### src/rtl/zstack_pkg.sv
package zstack_pkg;

    typedef enum logic [2:0] {
        OP_PUSH = 3'd0,
        OP_POP  = 3'd1,
        OP_ADD  = 3'd2,
        OP_SUB  = 3'd3,
        OP_AND  = 3'd4,
        OP_OR   = 3'd5,
        OP_NOP6 = 3'd6,
        OP_NOP7 = 3'd7
    } zs_op_t;

    typedef enum logic [1:0] {
        ST_EMPTY   = 2'd0,
        ST_SINGLE  = 2'd1,
        ST_PARTIAL = 2'd2,
        ST_FULL    = 2'd3
    } zs_state_t;

    function automatic logic is_binop(input zs_op_t op);
        return (op == OP_ADD) || (op == OP_SUB) || (op == OP_AND) || (op == OP_OR);
    endfunction

endpackage

### src/rtl/zstack_regfile.sv
module zstack_regfile #(
    parameter int W     = 16,
    parameter int DEPTH = 8,
    localparam int IW   = $clog2(DEPTH)
) (
    input  logic          clk,
    input  logic          wr_en,
    input  logic [IW-1:0] wr_idx,
    input  logic [W-1:0]  wr_data,
    input  logic [IW-1:0] rd_idx_top,
    input  logic [IW-1:0] rd_idx_next,
    output logic [W-1:0]  rd_top,
    output logic [W-1:0]  rd_next
);
    logic [W-1:0] slot_q [DEPTH];

    for (genvar i = 0; i < DEPTH; i++) begin : g_slot
        always_ff @(posedge clk) begin
            if (wr_en && (wr_idx == IW'(i))) begin
                slot_q[i] <= wr_data;
            end
        end
    end

    always_comb begin
        rd_top  = '0;
        rd_next = '0;
        if (int'(rd_idx_top) < DEPTH)  rd_top  = slot_q[rd_idx_top];
        if (int'(rd_idx_next) < DEPTH) rd_next = slot_q[rd_idx_next];
    end
endmodule

### src/rtl/zstack_exec.sv
module zstack_exec
    import zstack_pkg::*;
#(
    parameter int W = 16
) (
    input  zs_op_t       op,
    input  logic [W-1:0] top_val,
    input  logic [W-1:0] next_val,
    output logic [W-1:0] result
);
    always_comb begin
        unique case (op)
            OP_ADD:  result = next_val + top_val;
            OP_SUB:  result = next_val - top_val;
            OP_AND:  result = next_val & top_val;
            OP_OR:   result = next_val | top_val;
            default: result = top_val;
        endcase
    end
endmodule

### src/rtl/zstack_ctrl.sv
module zstack_ctrl
    import zstack_pkg::*;
#(
    parameter int DEPTH = 8,
    localparam int IW   = $clog2(DEPTH),
    localparam int PW   = $clog2(DEPTH + 1)
) (
    input  logic          clk,
    input  logic          rst_n,
    input  logic          cmd_valid,
    input  zs_op_t        cmd_op,
    output logic          cmd_ready,
    output logic          wr_en,
    output logic          wr_from_exec,
    output logic [IW-1:0] wr_idx,
    output logic [IW-1:0] top_idx,
    output logic [IW-1:0] next_idx,
    output logic          pop_fire,
    output logic          pop_valid,
    output logic          overflow,
    output logic          underflow
);
    localparam logic [PW-1:0] SP_EMPTY = PW'(DEPTH);

    zs_state_t     state_q, state_n;
    logic [PW-1:0] sp_q, sp_n;
    logic          ready_q, acc;
    logic          ovf_n, unf_n;

    assign cmd_ready = ready_q;
    assign acc       = cmd_valid && ready_q;
    assign top_idx   = IW'(sp_q);
    assign next_idx  = (sp_q < SP_EMPTY - PW'(1)) ? IW'(sp_q + PW'(1)) : '0;

    function automatic zs_state_t fill_state(input logic [PW-1:0] sp);
        if (sp == SP_EMPTY)                return ST_EMPTY;
        else if (sp == SP_EMPTY - PW'(1))  return ST_SINGLE;
        else if (sp == '0)                 return ST_FULL;
        else                               return ST_PARTIAL;
    endfunction

    // State register process
    always_ff @(posedge clk) begin
        if (!rst_n) begin
            state_q   <= ST_EMPTY;
            sp_q      <= SP_EMPTY;
            ready_q   <= 1'b0;
            pop_valid <= 1'b0;
            overflow  <= 1'b0;
            underflow <= 1'b0;
        end else begin
            state_q   <= state_n;
            sp_q      <= sp_n;
            ready_q   <= 1'b1;
            pop_valid <= pop_fire;
            overflow  <= ovf_n;
            underflow <= unf_n;
        end
    end

    // Action and next-state process
    always_comb begin
        sp_n         = sp_q;
        wr_en        = 1'b0;
        wr_from_exec = 1'b0;
        wr_idx       = IW'(sp_q - PW'(1));
        pop_fire     = 1'b0;
        ovf_n        = 1'b0;
        unf_n        = 1'b0;
        if (acc) begin
            unique case (state_q)
                ST_EMPTY: begin
                    if (cmd_op == OP_PUSH) begin
                        sp_n  = sp_q - PW'(1);
                        wr_en = 1'b1;
                    end else if (cmd_op == OP_POP || is_binop(cmd_op)) begin
                        unf_n = 1'b1;
                    end
                end
                ST_SINGLE: begin
                    if (cmd_op == OP_PUSH) begin
                        sp_n  = sp_q - PW'(1);
                        wr_en = 1'b1;
                    end else if (cmd_op == OP_POP) begin
                        pop_fire = 1'b1;
                        sp_n     = sp_q + PW'(1);
                    end else if (is_binop(cmd_op)) begin
                        unf_n = 1'b1;
                    end
                end
                ST_PARTIAL: begin
                    if (cmd_op == OP_PUSH) begin
                        sp_n  = sp_q - PW'(1);
                        wr_en = 1'b1;
                    end else if (cmd_op == OP_POP) begin
                        pop_fire = 1'b1;
                        sp_n     = sp_q + PW'(1);
                    end else if (is_binop(cmd_op)) begin
                        wr_en        = 1'b1;
                        wr_from_exec = 1'b1;
                        wr_idx       = IW'(sp_q + PW'(1));
                        sp_n         = sp_q + PW'(1);
                    end
                end
                ST_FULL: begin
                    if (cmd_op == OP_PUSH) begin
                        ovf_n = 1'b1;
                    end else if (cmd_op == OP_POP) begin
                        pop_fire = 1'b1;
                        sp_n     = sp_q + PW'(1);
                    end else if (is_binop(cmd_op)) begin
                        wr_en        = 1'b1;
                        wr_from_exec = 1'b1;
                        wr_idx       = IW'(sp_q + PW'(1));
                        sp_n         = sp_q + PW'(1);
                    end
                end
                default: ;
            endcase
        end
        state_n = fill_state(sp_n);
    end

    // Pointer never leaves the legal range
    assert_sp_range_R2: assert property (@(posedge clk) disable iff (!rst_n)
        sp_q <= SP_EMPTY);

    // Overflow only after a push met the full state
    assert_no_overflow_R3: assert property (@(posedge clk) disable iff (!rst_n)
        $rose(overflow) |-> ($past(state_q) == ST_FULL));

    // A refused push leaves the pointer where it was
    assert_push_discard_R3: assert property (@(posedge clk) disable iff (!rst_n)
        (acc && state_q == ST_FULL && cmd_op == OP_PUSH) |=> $stable(sp_q));

    // Pop on empty gives no data strobe
    assert_no_pop_empty_R4: assert property (@(posedge clk) disable iff (!rst_n)
        (acc && state_q == ST_EMPTY && cmd_op == OP_POP) |=> (underflow && !pop_valid));

    // Short-stack binary operation leaves the pointer unchanged
    assert_binop_short_R5: assert property (@(posedge clk) disable iff (!rst_n)
        (acc && is_binop(cmd_op) && (state_q == ST_EMPTY || state_q == ST_SINGLE))
        |=> (underflow && $stable(sp_q)));

    // Flags are exclusive with each other and with pop data
    assert_flags_excl_R9: assert property (@(posedge clk) disable iff (!rst_n)
        $countones({overflow, underflow, pop_valid}) <= 1);
endmodule

### src/rtl/zstack_alu.sv
module zstack_alu
    import zstack_pkg::*;
#(
    parameter int W     = 16,
    parameter int DEPTH = 8
) (
    input  logic         clk,
    input  logic         rst_n,
    input  logic         cmd_valid,
    output logic         cmd_ready,
    input  logic [2:0]   cmd_op,
    input  logic [W-1:0] cmd_data,
    output logic         pop_valid,
    output logic [W-1:0] pop_data,
    output logic         overflow,
    output logic         underflow
);
    localparam int IW = $clog2(DEPTH);

    zs_op_t        op;
    logic          wr_en, wr_from_exec, pop_fire;
    logic [IW-1:0] wr_idx, top_idx, next_idx;
    logic [W-1:0]  rd_top, rd_next, exec_res, wr_data;
    logic [W-1:0]  pop_q;

    assign op       = zs_op_t'(cmd_op);
    assign wr_data  = wr_from_exec ? exec_res : cmd_data;
    assign pop_data = pop_q;

    zstack_ctrl #(.DEPTH(DEPTH)) u_ctrl (
        .clk          (clk),
        .rst_n        (rst_n),
        .cmd_valid    (cmd_valid),
        .cmd_op       (op),
        .cmd_ready    (cmd_ready),
        .wr_en        (wr_en),
        .wr_from_exec (wr_from_exec),
        .wr_idx       (wr_idx),
        .top_idx      (top_idx),
        .next_idx     (next_idx),
        .pop_fire     (pop_fire),
        .pop_valid    (pop_valid),
        .overflow     (overflow),
        .underflow    (underflow)
    );

    zstack_regfile #(.W(W), .DEPTH(DEPTH)) u_rf (
        .clk         (clk),
        .wr_en       (wr_en),
        .wr_idx      (wr_idx),
        .wr_data     (wr_data),
        .rd_idx_top  (top_idx),
        .rd_idx_next (next_idx),
        .rd_top      (rd_top),
        .rd_next     (rd_next)
    );

    zstack_exec #(.W(W)) u_exec (
        .op       (op),
        .top_val  (rd_top),
        .next_val (rd_next),
        .result   (exec_res)
    );

    always_ff @(posedge clk) begin
        if (!rst_n)        pop_q <= '0;
        else if (pop_fire) pop_q <= rd_top;
    end

    // Popped data is held until the next pop
    assert_pop_hold_R2: assert property (@(posedge clk) disable iff (!rst_n)
        !$past(pop_fire) |-> $stable(pop_q));
endmodule

### config.mk
export PLATFORM = sky130hd
export DESIGN_NAME = zstack_alu
export DESIGN_NICKNAME = d
export VERILOG_FILES = /design/src/rtl/zstack_pkg.sv /design/src/rtl/zstack_regfile.sv /design/src/rtl/zstack_exec.sv /design/src/rtl/zstack_ctrl.sv /design/src/rtl/zstack_alu.sv
export SDC_FILE = /design/constraint.sdc
export NUM_CORES = 1
export LEC_CHECK = 0
export BUFFER_PORTS_ARGS = -buffer_cell sky130_fd_sc_hd__buf_2
export CAP_MARGIN = 40
export CORE_MARGIN = 2
export CORE_UTILIZATION = 40
export DETAILED_ROUTE_END_ITERATION = 8
export HOLD_SLACK_MARGIN = 0.12
export PLACE_DENSITY = 0.59
export SLEW_MARGIN = 5
export SYNTH_ARGS = -nofsm -noshare
export SYNTH_HDL_FRONTEND = slang
export SYNTH_SLANG_ARGS = --single-unit
export TNS_END_PERCENT = 20
### constraint.sdc
create_clock -name clk -period 11 [get_ports clk]
set_input_delay 2.2 -clock clk [delete_from_list [all_inputs] [get_ports clk]]
set_output_delay 2.2 -clock clk [all_outputs]
set_load 0.1 [all_outputs]
---- Word level (Yosys, flattened, before mapping) ----
Memories as Yosys holds them, arrays and structs flattened. A register that Yosys moved wholly into a read port is not among the register bits.
Index checks and enable logic that the tools add are counted.
storage, ports and cells
  register bits ........................... 26
  bits in writable memories ............... 128
  input bits .............................. 22
  word-level logic and storage cells ...... 139
  memories kept ........................... 1
memory list
  memory       depth  bits a word  read ports  clocked after Yosys merged registers in  wr ports  line                  source
  u_rf.slot_q  8      16           2           1                                        1         zstack_regfile.sv:15  logic [W-1:0] slot_q [DEPTH];
operators by class
  add/sub/neg operators ................... 4
  order comparisons ....................... 1
  eq/ne operators ......................... 17
  mux-type cells .......................... 74
  bitwise logic cells ..................... 3
  reductions and logical operators ........ 31
operator list
  kind                                            number
  2-to-1 mux 16 bit                               8
  OR reduction 16 bit                             7
  one-hot mux 16 bit (4 select lines)             1
  2-to-1 mux 3 bit                                14
  2-to-1 mux 1 bit                                40
  2-to-1 mux 4 bit                                8
  == test 3 bit (second input constant)           6
  adder 16 bit                                    1
  bitwise AND 16 bit                              1
  bitwise OR 16 bit                               1
  one-hot mux 4 bit (4 select lines)              1
  subtractor 16 bit                               1
  == test 3 x 2 -> 1 bit (second input constant)  4
  logical AND 1 bit                               9
  == test 3 x 1 -> 1 bit (second input constant)  2
  zero test 3 bit                                 2
  OR reduction 2 bit                              3
  OR reduction 3 bit                              2
  adder 4 x 1 -> 4 bit (second input constant)    1
  == test 2 bit (second input constant)           2
  == test 4 x 3 -> 1 bit (second input constant)  1
  == test 4 bit (second input constant)           1
  zero test 4 bit                                 1
  logical OR 1 bit                                4
  other kinds (9)                                 9

---- Longest topological paths before layout ----
Gate-level depths: netlist of run 1.
  depth in word-level cells ............... 21
  mapped depth ............................ 21

---- Cells and area by module ----
A second synthesis of run 1 with hierarchy kept.
second synthesis, totals
  cell total of the unflattened synthesis .. 702
  area total of the unflattened synthesis .. 9464.1 um^2
modules (own cells, without submodules)
  module          instances  cells each  area each (um^2)  sequential area each (um^2)
  zstack_regfile  1          255         6044.5            3843.7
  zstack_exec     1          259         1681.6            0.0
  zstack_ctrl     1          119         873.3             200.2
  zstack_alu      1          69          864.6             320.3

---- Worst setup path after synthesis of run 1 ----
No wires, ideal clock.
  path kind ............................... input to register
  start point ............................. input cmd_op[2]
  end point ............................... memory u_rf.slot_q[0][14], data pin
  library setup time ...................... 283 ps
  arrival time ............................ 5262 ps
  data required time ...................... 10717 ps
  slack ................................... 5455 ps
  cell stages on the path ................. 15
  path buffers ............................ 2
  cell sequence ........................... buf_1 clkbuf_1 nor2_1 nand2_1 nor2_1 a21oi_1 fa_1 a21o_1 a21oi_1 nor2_1 a41oi_1 a31o_2 o21ai_0 xnor2_1 o311ai_1
on the way
  elaborated cells on any way between the ends .. 62
RTL lines
  element                                    line                                   source
  from (decl)                                zstack_alu.sv:11                       input logic [2:0] cmd_op,
  == test 3 x 2 -> 1 bit                     zstack_pkg.sv:22, zstack_exec.sv:12
  logical OR 1 bit (3 in series)             zstack_pkg.sv:22                       return (op == OP_ADD) || (op == OP_SUB) || (op == OP_AND) || (op == OP_OR);
  2-to-1 mux 1 bit                           zstack_ctrl.sv:98, zstack_ctrl.sv:111
  2-to-1 mux 1 bit                           zstack_ctrl.sv:95                      end else if (cmd_op == OP_POP) begin
  2-to-1 mux 1 bit                           zstack_ctrl.sv:92                      if (cmd_op == OP_PUSH) begin
  2-to-1 mux 1 bit                           n/a
  2-to-1 mux 1 bit                           zstack_ctrl.sv:70                      if (acc) begin
  2-to-1 mux 16 bit *                        zstack_alu.sv:27                       assign wr_data = wr_from_exec ? exec_res : cmd_data;
  named net u_rf.wr_data[14]                 zstack_regfile.sv:9                    input logic [W-1:0] wr_data,
  2-to-1 mux 16 bit (no line) (6 in series)  n/a
  2-to-1 mux 16 bit (no line) *              n/a
  to (decl)                                  zstack_regfile.sv:15
The timed path passes the listed nets; every way through them passes the cells marked *.

---- Final worst setup path of run 1 ----
  start point ............................. input cmd_op[1]
  end point ............................... memory u_rf.slot_q[7][14], data pin
The elaborated chain is that of the path after synthesis.

==> results of run 1 <==
synth_stat cells, types with 8 or more instances:
master	instances	area, sq um
sky130_fd_sc_hd__o21a_1	12	90.09
sky130_fd_sc_hd__clkbuf_1	33	123.9
sky130_fd_sc_hd__xnor2_1	23	201.4
sky130_fd_sc_hd__nand3_1	17	85.08
sky130_fd_sc_hd__buf_1	9	33.78
sky130_fd_sc_hd__nor2_1	72	270.3
sky130_fd_sc_hd__nor3_1	29	145.1
sky130_fd_sc_hd__ha_1	22	275.3
sky130_fd_sc_hd__a21oi_1	37	185.2
sky130_fd_sc_hd__mux2i_1	36	360.4
sky130_fd_sc_hd__buf_2	13	65.06
sky130_fd_sc_hd__mux2_2	13	146.4
sky130_fd_sc_hd__o22ai_1	27	168.9
sky130_fd_sc_hd__nand2_1	87	326.6
sky130_fd_sc_hd__inv_1	18	67.56
sky130_fd_sc_hd__o21ai_1	19	95.09
sky130_fd_sc_hd__o31ai_1	8	60.06
sky130_fd_sc_hd__maj3_1	11	110.1
sky130_fd_sc_hd__dfxtp_1	26	520.5
sky130_fd_sc_hd__edfxtp_1	128	3844
sky130_fd_sc_hd__and2_1	10	62.56
sky130_fd_sc_hd__a31oi_1	12	75.07
sky130_fd_sc_hd__mux4_2	29	653.1
sky130_fd_sc_hd__o21ai_0	19	95.09
sky130_fd_sc_hd__a211oi_1	20	150.1
sky130_fd_sc_hd__or3_1	8	50.05
state kept, by name, summed over array words and instances (netlist names):
name	flops
u_ctrl.cmd_ready	1
u_ctrl.pop_valid	1
u_ctrl.state_q	2
u_rf.slot_q	128
u_ctrl.underflow	1
u_ctrl.overflow	1
u_ctrl.sp_q	4
pop_data	16
cell usage in the layout, fill, tap and decap left out, types with 24 or more instances in the layout:
cell type                  instances
sky130_fd_sc_hd__mux2i_1          36
sky130_fd_sc_hd__buf_2            41
sky130_fd_sc_hd__nor3_1           25
sky130_fd_sc_hd__edfxtp_1        128
sky130_fd_sc_hd__dfxtp_1          24
sky130_fd_sc_hd__a21oi_1          37
sky130_fd_sc_hd__mux4_2           29
sky130_fd_sc_hd__nor2_1           66
sky130_fd_sc_hd__o22ai_1          27
sky130_fd_sc_hd__nand2_1          87
critical path, stage by stage:
cell and delay (ns):
sky130_fd_sc_hd__buf_2 0.47, sky130_fd_sc_hd__inv_1 0.20, sky130_fd_sc_hd__nor2_1 0.36, sky130_fd_sc_hd__nand2_1 0.31, sky130_fd_sc_hd__nor2_1 0.18, sky130_fd_sc_hd__a21oi_1 0.09, sky130_fd_sc_hd__fa_1 0.45, sky130_fd_sc_hd__a21o_1 0.19
sky130_fd_sc_hd__a21oi_1 0.28, sky130_fd_sc_hd__nor2_1 0.08, sky130_fd_sc_hd__a41oi_1 0.26, sky130_fd_sc_hd__a31o_2 0.21, sky130_fd_sc_hd__o21ai_0 0.10, sky130_fd_sc_hd__xnor2_1 0.13, sky130_fd_sc_hd__o311ai_1 0.77
power by group:
part           internal, mW  switching [mW]  leakage [nW]
Combinational        0.0903           0.155          1.93
Sequential            0.642         0.00434          1.37
Clock                 0.358           0.248         0.284
final cells by class:
type	instances	area [sq um]
clock buffer	18	429.2
clock inverter	13	167.7
fill	2114	12300
inverter	23	86.33
multi-input combinational	618	4621
sequential	154	4367
tap	285	356.6
timing repair buffer	63	381.6
worst min-delay path by stage:
stage	start	cells after the start	to
after floorplan	u_ctrl.state_q[0]$_SDFF_PP0_	3	u_ctrl.overflow$_SDFF_PN0_
after global placement	pop_data[11]$_SDFFE_PN0P_	2	pop_data[11]$_SDFFE_PN0P_
after detailed placement	pop_data[11]$_SDFFE_PN0P_	2	pop_data[11]$_SDFFE_PN0P_
after CTS	pop_data[11]$_SDFFE_PN0P_	2	pop_data[11]$_SDFFE_PN0P_
after global routing	pop_data[8]$_SDFFE_PN0P_	2	pop_data[8]$_SDFFE_PN0P_
final	pop_data[11]$_SDFFE_PN0P_	2	pop_data[11]$_SDFFE_PN0P_
cell families after synthesis:
group	Yosys count	share of synthesized area, %
AND/OR/NAND/NOR	256	12.72
AO/OA/AOI/OAI	216	15.74
flip-flops	154	47.08
multiplexers	83	13.77
buffers and inverters	80	3.577
adder cells (fa/ha/maj)	34	4.374
XOR/XNOR	29	2.740
stage by stage:
stage / util [%] / setup WS (ns)
floorplan: - / 5.455
global placement: 43.06 / 4.570
detailed placement: 43.21 / 4.451
CTS: 45.83 / 4.907
global route: 45.83 / 4.383
finish: 45.83 / 4.801
routing by layer:
metal | vias to the layer above | global-route usage, % | wire [microns]
met5 | - | 0 | 0
met2 | 313 | 36.43 | 12530
li1 | 3319 | - | -
met4 | 0 | 8.082 | 618
met1 | 3555 | 31.69 | 11900
met3 | 31 | 4.265 | 1863
==> impl_summary.md, run 1 <==
Clocking
TritonCTS built the clock tree. Clock tree synthesis found a total of 154 sinks. The level count of the clock H-tree is 4. The number of buffers between clock root and the deepest sink is 2. Post-CTS repair changed the size of 0 cells. The hold buffer count at cts is 0. The clock transition at the register clock pins on the worst setup and hold paths after CTS is 0.06 ns. After clock tree synthesis, the setup repair step added 0 buffers. The clock root buffer is sky130_fd_sc_hd__clkbuf_16. The worst-skew pair later-pin latency is 0.45 ns. The total clock buffers created by CTS is 17.

Timing
Setup violations remaining at the end of the flow were counted as 0. The final worst hold slack is 0.4885 ns. Setup repair after global routing left no endpoint under its margin. The transition time at the pin with the least slew margin is 0.9380 ns. The total negative slack for setup checks is 0 ns. The worst pin sits at a relative slew slack of 36.48%. The post-route fraction of the period consumed by the critical path is 56.35%. Between clock sinks in the finished design, the worst skew comes to 0.01552 ns.

The final-report hold violation count is 0. The highest clock rate is 161.3 MHz. The clock period minus final worst setup slack is 6.199 ns.

The count of pins over their slew limit came to 0.

Critical path
The most critical setup path has its startpoint at cmd_op[1]. The worst setup path is launched from an input port. The reg-to-reg startpoint is u_ctrl.sp_q[1]$_SDFF_PN0_.

Along the worst path, the maximum fanout reaches 35. The worst setup path is captured at a flip-flop. Data arrives at the worst endpoint at 6.30 ns. The most critical setup path has its endpoint at u_rf.slot_q[7][14]$_DFFE_PP_. The cell depth of the worst flop-to-flop path is 19. The endpoint identified for the worst register-to-register timing path is u_rf.slot_q[7][14]$_DFFE_PP_. The worst setup path is of the in -> reg kind.

At the worst endpoint, the required time is 11.10 ns. The slack of the worst reg-to-reg path is 5.08 ns.

Placed design
The number of placed instances, taps included is 1,143. The count of port buffers added during placement is 41. The congestion estimate from routability-driven global placement came to 0.9527.

The area after detailed placement is 9812 sq um. The HPWL after detailed placement is 18,120 microns.

Status
The flow ran to the end, and the final reports show no timing, DRC or antenna violations.

Floorplanning
Measured along the x axis, the die boundary spans 156.2 microns. The core region is 22,710 sq um. The cell row count is 55. The die is 156.2 microns tall. The starting density of the core is 40.82%. The floorplan step defined a die boundary enclosing 24,410 sq um. In this run the count of I/O pins placed on the die edge is 42.

Synth
Of the synthesized area, sequential elements account for 47.08%. The number of enable-type register cells in the synthesized netlist is 128. The predominant post-synthesis flop cell is sky130_fd_sc_hd__edfxtp_1. The total of warnings raised by yosys is 0. A synthesized cell averages 10.88 sq um. Summing every instance area after synthesis gives 9269 sq um. The synthesized net count is 897.

Counting flops and latches in the post-synthesis netlist gives 154. The share of synthesized registers carrying an async set or reset is 0%. After technology mapping, the gate count stands at 852. Counting distinct cell types in the post-synthesis netlist gives 74.

Global route
The wire length of the first global-routing pass is 41,370 microns. The number of global-route vias before repair is 6,840. The largest net degree at the start of global routing is 58. Global routing finished with a remaining overflow of 0. For this run, the total global-route usage over all layers was measured as 22.96%. The initial antenna violation count came to 0.

Flow run
The total of max-cap violations is 0.

Detailed routing
The number of violations reported at the end of detailed-routing iteration 0 is 809. The detailed router placed 7,218 vias in this run. The total detailed-routing wirelength is 26,910 microns. The post-detailed-route via-to-cell ratio is 6.148. In the routed design, unresolved DRC markers number 0. The pre-antenna-repair detailed-routing pass consisted of 6 iterations. The detail route stage leaves a number of antenna-violating nets equal to 0. In the final routed layout, each cell accounts on average for 22.92 microns.

Pwr
The power density over the cells is 143.9 nW/um^2. The leakage power total is 3.582 nW. The worst ir drop on vdd is 0.0001097 V. The overall power is 1.498 mW.

Layout
The net count of the finished layout is 922. The final antenna diode count is 0. The synthesis-to-finish area growth is 12.30%. The final standard cell count with taps included and fillers excluded is 1,174. The cell area after layout is 10,410 sq um. In the final layout, the share of cells above drive strength 1 is 18.00%.

Worst hold path
The tightest min-delay check is of the reg -> reg type.
Note: power is estimated with default switching activity, not from simulation.
==> run 2: changes to the inputs <==
Settings changed: ABC_AREA set to 1.
Clock period 11 ns to 6.4 ns, I/O delays scaled along.
==> run 2 against run 1 <==
Global-route usage is 0.43 points higher; combinational power is 130% higher; hold slack better by 0.023 ns; final area is 2.2% higher; critical path type is now reg -> reg; critical endpoint is now u_rf.slot_q[5][12]$_DFFE_PP_; largest power group unchanged.
==> impl_summary.md, run 2 <==
Status
Run status: completed (unchanged).

Pwr
The power density over the cells is 257.0 nW/um^2 (was 143.9 nW/um^2). The proportion of power drawn by flip-flops and latches is 40.8% (was 43.2%). The net switching power of the design is 0.8980 mW (was 0.4076 mW). The worst ir drop on vdd is 0.0001624 V (was 0.0001097 V). The internal cell power came to 1.835 mW (was 1.090 mW). The proportion of power drawn by combinational gates came to 20.2% (was 16.4%).

The switching share of total power is 32.86% (was 27.21%). The leakage power total is 4.613 nW (was 3.582 nW). The clock power share is 39.1% (was 40.5%).

Placed design
The detailed placer's ending HPWL is 19,810 microns (was 18,120 microns). The placement-stage worst setup slack came to 1.208 ns (was 4.451 ns). The count of port buffers added during placement is 41 (unchanged). The number of placed instances, taps included is 1,517 (was 1,143).

The final RePlAce weighted congestion is 0.9627 (was 0.9527).

Clocking
The clock transition at the register clock pins on the worst setup and hold paths after CTS was 0.08 ns (was 0.06 ns). The worst-skew pair later-pin latency is 0.44 ns (was 0.45 ns). The clock tree from TritonCTS is done (unchanged). The total clock buffers created by CTS came to 17 (unchanged).

The number of sinks driven by the clock tree is 154 (unchanged). The number of gates given a new drive strength after cts is 0 (unchanged). The level count of the clock H-tree is 4 (unchanged).

The number of buffers between clock root and the deepest sink is 2 (unchanged). The hold buffer count at cts was 0 (unchanged). The number of buffers added for setup after CTS is 0 (unchanged).

The clock root buffer was sky130_fd_sc_hd__clkbuf_16 (unchanged).

Worst hold path
The type of the tightest min-delay check is reg -> reg (unchanged). The hold path depth is 2 (unchanged). The source of the worst hold timing path is pop_data[15]$_SDFFE_PN0P_ (was pop_data[11]$_SDFFE_PN0P_).

The terminating pin of the worst hold path is pop_data[15]$_SDFFE_PN0P_ (was pop_data[11]$_SDFFE_PN0P_).

Timing
The final-report hold violation count is 0 (unchanged). The total negative slack for setup checks was 0 ns (unchanged). The largest clock skew in the final design came to 0.01224 ns (was 0.01552 ns).

The transition time at the pin with the least slew margin is 0.9821 ns (was 0.9380 ns). The worst relative slew slack was 33.66% (was 36.48%). The post-route fraction of the period consumed by the critical path is 81.44%. The count of pins over their slew limit is 0 (unchanged). Setup repair after global routing missed its margin: false (unchanged). The clock period minus final worst setup slack is 5.212 ns. The smallest setup slack after layout is 1.188 ns (was 4.801 ns). Timing would allow up to 191.9 MHz. The final-report setup violation count is 0 (unchanged).

Critical path
The largest driver fanout on the critical path was 28 (was 35). The most frequent cell on the critical path was sky130_fd_sc_hd__inv_1 (was sky130_fd_sc_hd__nor2_1). The critical path startpoint category is a flip-flop (was input port). The cell depth of the worst flop-to-flop path is 28 (was 19). The reg-to-reg startpoint is u_ctrl.sp_q[1]$_SDFF_PN0_ (unchanged). The slack of the worst reg-to-reg path is 1.19 ns (was 5.08 ns). The top cell family by delay on the critical path is compound AO/OA/AOI/OAI gates (unchanged).

The endpoint arrival time on the critical path is 5.37 ns (was 6.30 ns). The buffers plus inverters on the worst setup path is 10 (was 2). The slowest cell on the critical path is sky130_fd_sc_hd__o21ai_0 (was sky130_fd_sc_hd__o311ai_1). The data required time of the worst path is 6.55 ns (was 11.10 ns). The nature of the critical path endpoint is a flip-flop (unchanged). The critical path's largest stage delay is 0.62 ns (was 0.77 ns). The capture instance of the worst register-to-register path is u_rf.slot_q[5][12]$_DFFE_PP_ (was u_rf.slot_q[7][14]$_DFFE_PP_). The path type of the worst setup path was reg -> reg (was in -> reg).

Synth
Commonest cells in the netlist: sky130_fd_sc_hd__nand2_1, sky130_fd_sc_hd__inv_1, sky130_fd_sc_hd__edfxtp_1, sky130_fd_sc_hd__nand3_1, sky130_fd_sc_hd__a21oi_1 (was sky130_fd_sc_hd__edfxtp_1, sky130_fd_sc_hd__nand2_1, sky130_fd_sc_hd__nor2_1, sky130_fd_sc_hd__a21oi_1, sky130_fd_sc_hd__mux2i_1). The predominant post-synthesis flop cell is sky130_fd_sc_hd__edfxtp_1 (unchanged). The count of state elements after synthesis is 154 (unchanged).

The share of synthesized area occupied by flip-flops and latches came to 46.13% (was 47.08%). The cell with the most instances after synthesis is sky130_fd_sc_hd__nand2_1 (was sky130_fd_sc_hd__edfxtp_1). The post-synthesis instance area is 9460 sq um (was 9269 sq um). The share of synthesized registers carrying an async set or reset is 0% (unchanged). The synthesized net count came to 1,240 (was 897). The synthesized instance count was 1,195 (was 852). The top cell type by total area after synthesis is sky130_fd_sc_hd__edfxtp_1 (unchanged).

The unique cell type count in the Yosys netlist is 44 (was 74). The number of enable-type register cells in the synthesized netlist is 128 (unchanged). The mean post-synth cell area came to 7.917 sq um (was 10.88 sq um). The area share of the leading cell type in the synthesized netlist is 40.63% (was 41.47%). Synth area leaders: sky130_fd_sc_hd__edfxtp_1, sky130_fd_sc_hd__nand2_1, sky130_fd_sc_hd__inv_1 (was sky130_fd_sc_hd__edfxtp_1, sky130_fd_sc_hd__mux4_2, sky130_fd_sc_hd__dfxtp_1). The total of warnings raised by yosys came to 0 (unchanged).

Global route
The overall fraction of global-route tracks in use was 23.38% (was 22.96%). The number of global-route vias before repair is 7,756 (was 6,840). The total global routing overflow was 0 (unchanged). The initial antenna violation count is 0 (unchanged). The largest net degree at the start of global routing is 77 (was 58). The wire length of the first global-routing pass is 43,670 microns (was 41,370 microns).

Layout
The synthesis-to-finish area growth came to 12.41% (was 12.30%). The commonest non-fill, non-tap cell in the layout is sky130_fd_sc_hd__nand2_1 (was sky130_fd_sc_hd__edfxtp_1). The share of the core filled with cells was 45.58% (was 45.83%). Leading cell types in the layout, fill and taps excluded: sky130_fd_sc_hd__nand2_1, sky130_fd_sc_hd__inv_1, sky130_fd_sc_hd__edfxtp_1, sky130_fd_sc_hd__nand3_1, sky130_fd_sc_hd__a21oi_1 (was sky130_fd_sc_hd__edfxtp_1, sky130_fd_sc_hd__nand2_1, sky130_fd_sc_hd__nor2_1, sky130_fd_sc_hd__buf_2, sky130_fd_sc_hd__a21oi_1). The final antenna diode count is 0 (unchanged). The final standard cell count with taps included and fillers excluded is 1,549 (was 1,174). The net count of the finished layout is 1,262 (was 922). The register name with the most flops is u_rf.slot_q (unchanged).

The number of flip-flops in the largest register is 128 (unchanged). The fraction of final layout cells with drive strength greater than 1 was 10.16% (was 18.00%).

Detailed routing
The post-detailed-route via-to-cell ratio is 5.409 (was 6.148). The routed wire length per instance is 18.18 microns (was 22.92 microns). The remaining antenna violation count after routing came to 0 (unchanged). The count of unresolved DRC violations after routing is 0 (unchanged).

The number of violations reported at the end of detailed-routing iteration 0 is 916 (was 809). The number of detailed-routing iterations run before antenna repair is 5 (was 6). The total via count in the routed design was 8,378 (was 7,218).

The total detailed-routing wirelength is 28,160 microns (was 26,910 microns).

Floorplanning
The starting density of the core is 40.55% (was 40.82%). The area inside the core boundary is 23,330 sq um (was 22,710 sq um). The number of placed I/O pins is 42 (unchanged).

The x dimension of the die is 157.8 microns (was 156.2 microns). The area of the die is 24,900 sq um (was 24,410 sq um). The cell row count was 56 (was 55). The overall die height is 157.8 microns (was 156.2 microns).

Flow run
The total of max-cap violations is 0 (unchanged).
-- run 2: changes by cell type in the layout (fill, tap and decap cells not counted), sizes merged, moves of 25 or more --
cell    previous run  this run
o22ai             27         2
o21ai             38       100
mux4              32         0
o211ai             7        35
a21oi             37        89
nand2             87       293
mux2i             37         0
nand3             18       105
inv               26       182
-- run 2: per-layer routing --
layer	track usage, %	vias up	wire, microns
li1	-	4090	-
met5	0	-	0
met2	38.07	351	13120
met3	4.599	59	2155
met4	10.22	0	1074
met1	30.26	3878	11810
-- run 2: worst max-delay path by stage --
stage | from | end | slack, ns | cells past startpoint
2_1_floorplan | u_ctrl.sp_q[0]$_SDFF_PN0_ | u_rf.slot_q[0][10]$_DFFE_PP_ | 2.05 | 28
3_3_place_gp | cmd_op[0] | u_rf.slot_q[3][12]$_DFFE_PP_ | 1.04 | 13
3_5_place_dp | u_ctrl.sp_q[1]$_SDFF_PN0_ | u_rf.slot_q[4][12]$_DFFE_PP_ | 1.21 | 28
4_1_cts | u_ctrl.sp_q[1]$_SDFF_PN0_ | u_rf.slot_q[5][12]$_DFFE_PP_ | 1.18 | 28
5_1_grt | u_ctrl.sp_q[1]$_SDFF_PN0_ | u_rf.slot_q[5][12]$_DFFE_PP_ | 0.85 | 28
6_report | u_ctrl.sp_q[1]$_SDFF_PN0_ | u_rf.slot_q[5][12]$_DFFE_PP_ | 1.19 | 28
-- run 2: layout make-up --
class	instances	area, sq um
fillers	2337	12700
inverters	176	660.6
clock buffers	17	425.4
well taps	319	399.1
repair buffers	62	440.4
flip-flops and latches	154	4368
multi-input cells	806	4136
clock inverters	15	203.9
-- run 2: worst reg2reg max path, delay by kind of cell, from the launching register on --
kind / cells / cell delay [ns]
adders and majority gates: 3 / 0.72
buffers and inverters: 10 / 1.34
AOI/OAI and AO/OA: 8 / 2.00
and+or+nand+nor: 7 / 0.57
DFF: 1 / 0.32
-- run 2: logic make-up (layout without fill, tap and decap cells) --
kind of cell	Yosys count	after routing	synth area share (%)
xor gates and xnor gates	18	18	1.666
adders and majority gates	23	23	3.121
buffers and inverters	235	270	10.36
DFF	154	154	46.13
and+or+nand+nor	495	495	21.98
AOI/OAI and AO/OA	270	270	16.74
-- run 2: metrics by stage --
step           instance area [sq um]  hold WS (ns)  total power, mW
4_1_cts                        10630        0.5080            2.740
3_3_place_gp                    9852        0.4885            1.667
5_1_grt                        10630        0.5580            2.838
3_5_place_dp                   10000        0.4864            1.675
6_report                       10630        0.5117            2.733
2_1_floorplan                   9460        0.4688            1.528
-- run 2: power groups by stage --
stage	combinational (mW)	clock (mW)	sequential [mW]
after global placement	0.531	0	1.14
final	0.552	1.07	1.11
after detailed placement	0.539	0	1.14
after floorplan	0.381	0	1.15
after CTS	0.542	1.08	1.11
after global routing	0.607	1.12	1.12
==> run 3: changes to the inputs <==
Settings changed: ABC_AREA 1 to 0, PLACE_DENSITY 0.59 to 0.61.
Clock period 6.4 ns to 4.7 ns, I/O delays scaled along.
==> run 3 against run 2 <==
Sequential power grew 36%; largest cell class is now multi-input combinational cells; utilization grew 2.0 points; critical path type unchanged; critical path depth shrank 12; critical endpoint is now u_rf.slot_q[7][9]$_DFFE_PP_; total power grew 32%; routed wire length shrank 2.1%; hold slack lost 0.016 ns; clock power grew 39%.
==> impl_summary.md, run 3 (synthesis gave the netlist of run 1 again) <==
Status
Run status: completed (unchanged).

Detailed routing
The total detailed-routing wirelength is 27,570 microns (was 28,160 microns). The routed wire length per instance is 22.71 microns (was 18.18 microns). The count of unresolved DRC violations after routing was 0 (unchanged). The number of detailed-routing iterations run before antenna repair is 5 (unchanged).

The remaining antenna violation count after routing is 0 (unchanged). The number of violations reported at the end of detailed-routing iteration 0 is 855 (was 916). The post-detailed-route via-to-cell ratio came to 6.138 (was 5.409). The total via count in the routed design is 7,452 (was 8,378).

Clocking
The total clock buffers created by CTS is 17 (unchanged). The worst-skew pair later-pin latency was 0.44 ns (about the same). The clock tree from TritonCTS is done (unchanged). The clock root buffer is sky130_fd_sc_hd__clkbuf_16 (unchanged). The level count of the clock H-tree is 4 (unchanged). The clock transition at the register clock pins on the worst setup and hold paths after CTS was 0.07 ns (was 0.08 ns). The hold buffer count at cts is 0 (unchanged). The number of buffers between clock root and the deepest sink came to 2 (unchanged). The number of sinks driven by the clock tree was 154 (unchanged).

Floorplanning
The cell row count is 55 (was 56). The starting density of the core was 40.82% (was 40.55%). The area inside the core boundary came to 22,710 sq um (was 23,330 sq um). The number of placed I/O pins is 42 (unchanged). The overall die height was 156.2 microns (was 157.8 microns). The area of the die came to 24,410 sq um (was 24,900 sq um).

The x dimension of the die is 156.2 microns (was 157.8 microns).

Critical path
The critical path startpoint category is a flip-flop (unchanged). The path type of the worst setup path is reg -> reg (unchanged). The nature of the critical path endpoint is a flip-flop (unchanged).

The endpoint arrival time on the critical path is 4.65 ns (was 5.37 ns). The largest driver fanout on the critical path came to 23 (was 28). The data required time of the worst path is 4.83 ns (was 6.55 ns). The cell depth of the worst flop-to-flop path is 16 (was 28).

Worst hold path
The type of the tightest min-delay check is reg -> reg (unchanged). The hold path depth is 1 (was 2).

Layout
The cell area after layout came to 10,810 sq um (was 10,630 sq um). The fraction of final layout cells with drive strength greater than 1 is 22.17% (was 10.16%). The commonest non-fill, non-tap cell in the layout is sky130_fd_sc_hd__edfxtp_1 (was sky130_fd_sc_hd__nand2_1).

The synthesis-to-finish area growth was 16.67% (was 12.41%). The net count of the finished layout is 961 (was 1,262). Leading cell types in the layout, fill and taps excluded: sky130_fd_sc_hd__edfxtp_1, sky130_fd_sc_hd__nand2_1, sky130_fd_sc_hd__nor2_1, sky130_fd_sc_hd__buf_4, sky130_fd_sc_hd__buf_2 (was sky130_fd_sc_hd__nand2_1, sky130_fd_sc_hd__inv_1, sky130_fd_sc_hd__edfxtp_1, sky130_fd_sc_hd__nand3_1, sky130_fd_sc_hd__a21oi_1).

The register name with the most flops is u_rf.slot_q (unchanged). The final antenna diode count is 0 (unchanged). The number of flip-flops in the largest register is 128 (unchanged). The final standard cell count with taps included and fillers excluded came to 1,214 (was 1,549).

Timing
The final-report hold violation count came to 0 (unchanged). The post-route fraction of the period consumed by the critical path is 96.31% (was 81.44%). The worst relative slew slack is 47.09% (was 33.66%). The smallest setup slack after layout is 0.1736 ns (was 1.188 ns).

The highest clock rate is 220.9 MHz (was 191.9 MHz). The final-report setup violation count came to 0 (unchanged). The count of pins over their slew limit is 0 (unchanged). The largest clock skew in the final design came to 0.01471 ns (was 0.01224 ns). The transition time at the pin with the least slew margin came to 0.7876 ns (was 0.9821 ns). The clock period minus final worst setup slack came to 4.526 ns (was 5.212 ns). The total negative slack for setup checks is 0 ns (unchanged). Setup repair after global routing missed its margin: false (unchanged).

Pwr
The leakage power total was 3.816 nW (was 4.613 nW). The overall power is 3.620 mW (was 2.733 mW). The worst ir drop on vdd is 0.0002250 V (was 0.0001624 V). The power density over the cells was 334.7 nW/um^2 (was 257.0 nW/um^2). The proportion of power drawn by flip-flops and latches is 41.8% (was 40.8%). The proportion of power drawn by combinational gates came to 17.1% (was 20.2%). The switching share of total power is 26.49% (was 32.86%). The net switching power of the design is 0.9590 mW (was 0.8980 mW). The internal cell power is 2.661 mW (was 1.835 mW). The clock power share is 41.1% (was 39.1%).

Global route
The largest net degree at the start of global routing is 40 (was 77). The wire length of the first global-routing pass is 42,920 microns (was 43,670 microns). The total global routing overflow is 0 (unchanged). The overall fraction of global-route tracks in use is 23.52% (was 23.38%). The initial antenna violation count is 0 (unchanged).

The number of global-route vias before repair is 7,111 (was 7,756).

Placed design
The area after detailed placement is 10,160 sq um (was 10,000 sq um). The count of port buffers added during placement is 41 (unchanged). The detailed placer's ending HPWL is 19,350 microns (was 19,810 microns). The final RePlAce weighted congestion is 0.9489 (was 0.9627).

The placement-stage worst setup slack was 0.1491 ns (was 1.208 ns). The number of placed instances, taps included is 1,181 (was 1,517).

Flow run
The total of max-cap violations came to 0 (unchanged).
run 3: cell count changes in the layout (fill, tap and decap cells not counted), moves of 13 or more:
cell,change
sky130_fd_sc_hd__nor3_1,+20
sky130_fd_sc_hd__o21ai_0,-69
sky130_fd_sc_hd__mux2i_1,+36
sky130_fd_sc_hd__xnor2_1,+22
sky130_fd_sc_hd__nand2_1,-204
sky130_fd_sc_hd__inv_1,-149
sky130_fd_sc_hd__o211ai_1,-28
sky130_fd_sc_hd__buf_4,+45
sky130_fd_sc_hd__nand3_1,-84
sky130_fd_sc_hd__o22ai_1,+25
sky130_fd_sc_hd__mux4_2,+29
sky130_fd_sc_hd__mux2_2,+13
sky130_fd_sc_hd__a21oi_1,-55
sky130_fd_sc_hd__a211oi_1,+17
run 3: worst paths after layout:
check / slack, ns / endpoint / from
worst max register to register: 0.17 / u_rf.slot_q[7][9]$_DFFE_PP_ / u_ctrl.sp_q[1]$_SDFF_PN0_
worst min register to register: 0.50 / pop_data[15]$_SDFFE_PN0P_ / pop_data[15]$_SDFFE_PN0P_
worst max-delay path: 0.17 / u_rf.slot_q[7][9]$_DFFE_PP_ / u_ctrl.sp_q[1]$_SDFF_PN0_
worst min-delay path: 0.50 / pop_data[15]$_SDFFE_PN0P_ / pop_data[15]$_SDFFE_PN0P_
run 3: power groups by stage:
stage	Clock, mW	Combinational [mW]	Sequential, mW
2_1_floorplan	0	0.409	1.55
6_report	1.49	0.618	1.51
5_1_grt	1.58	0.672	1.51
3_3_place_gp	0	0.599	1.54
4_1_cts	1.51	0.605	1.51
3_5_place_dp	0	0.601	1.54
run 3: critical path: stages (launching register included):
cell and delay (ns):
sky130_fd_sc_hd__dfxtp_2 0.34, sky130_fd_sc_hd__ha_1 0.27, sky130_fd_sc_hd__a211o_1 0.50, sky130_fd_sc_hd__buf_12 0.24, sky130_fd_sc_hd__and2_1 0.16, sky130_fd_sc_hd__a211oi_1 0.21, sky130_fd_sc_hd__a31oi_1 0.06, sky130_fd_sc_hd__mux2_2 0.30
sky130_fd_sc_hd__ha_1 0.34, sky130_fd_sc_hd__o21a_1 0.12, sky130_fd_sc_hd__o31a_1 0.15, sky130_fd_sc_hd__o211a_1 0.26, sky130_fd_sc_hd__o21a_1 0.18, sky130_fd_sc_hd__o21a_1 0.17, sky130_fd_sc_hd__or3_1 0.30, sky130_fd_sc_hd__a211oi_1 0.33
sky130_fd_sc_hd__nor2_1 0.24
run 3: timing repair:
item                                    4_1_cts  5_1_grt
resized for setup                             0        5
endpoints found under the setup margin        0       32
buffers inserted                              0        1
run 3: routing by layer:
layer  part of all wire (%)  global-route usage (%)  up-vias  wire, microns
met1                     43                   32.59     3665          11810
met2                     48                   37.88      362          13140
met3                    7.9                   3.711       27           2184
li1                       -                       -     3398              -
met4                    1.6                   7.776        0            438
met5                      0                       0        -              0
run 3: cell type report:
class / count / area [sq um]
Inverter: 23 / 86.33
Clock buffer: 20 / 446.7
Multi-Input combinational cell: 618 / 4644
Tap cell: 285 / 356.6
Clock inverter: 12 / 187.7
Sequential cell: 154 / 4367
Fill cell: 2083 / 11900
Timing Repair Buffer: 102 / 725.7
run 3: through the flow:
stage                     hold slack, ns  utilization (%)
after floorplan                   0.6612                -
after global placement            0.4663            44.72
after detailed placement          0.4836            44.72
after CTS                         0.4984            47.52
after global routing              0.5134            47.62
final                             0.4952            47.62
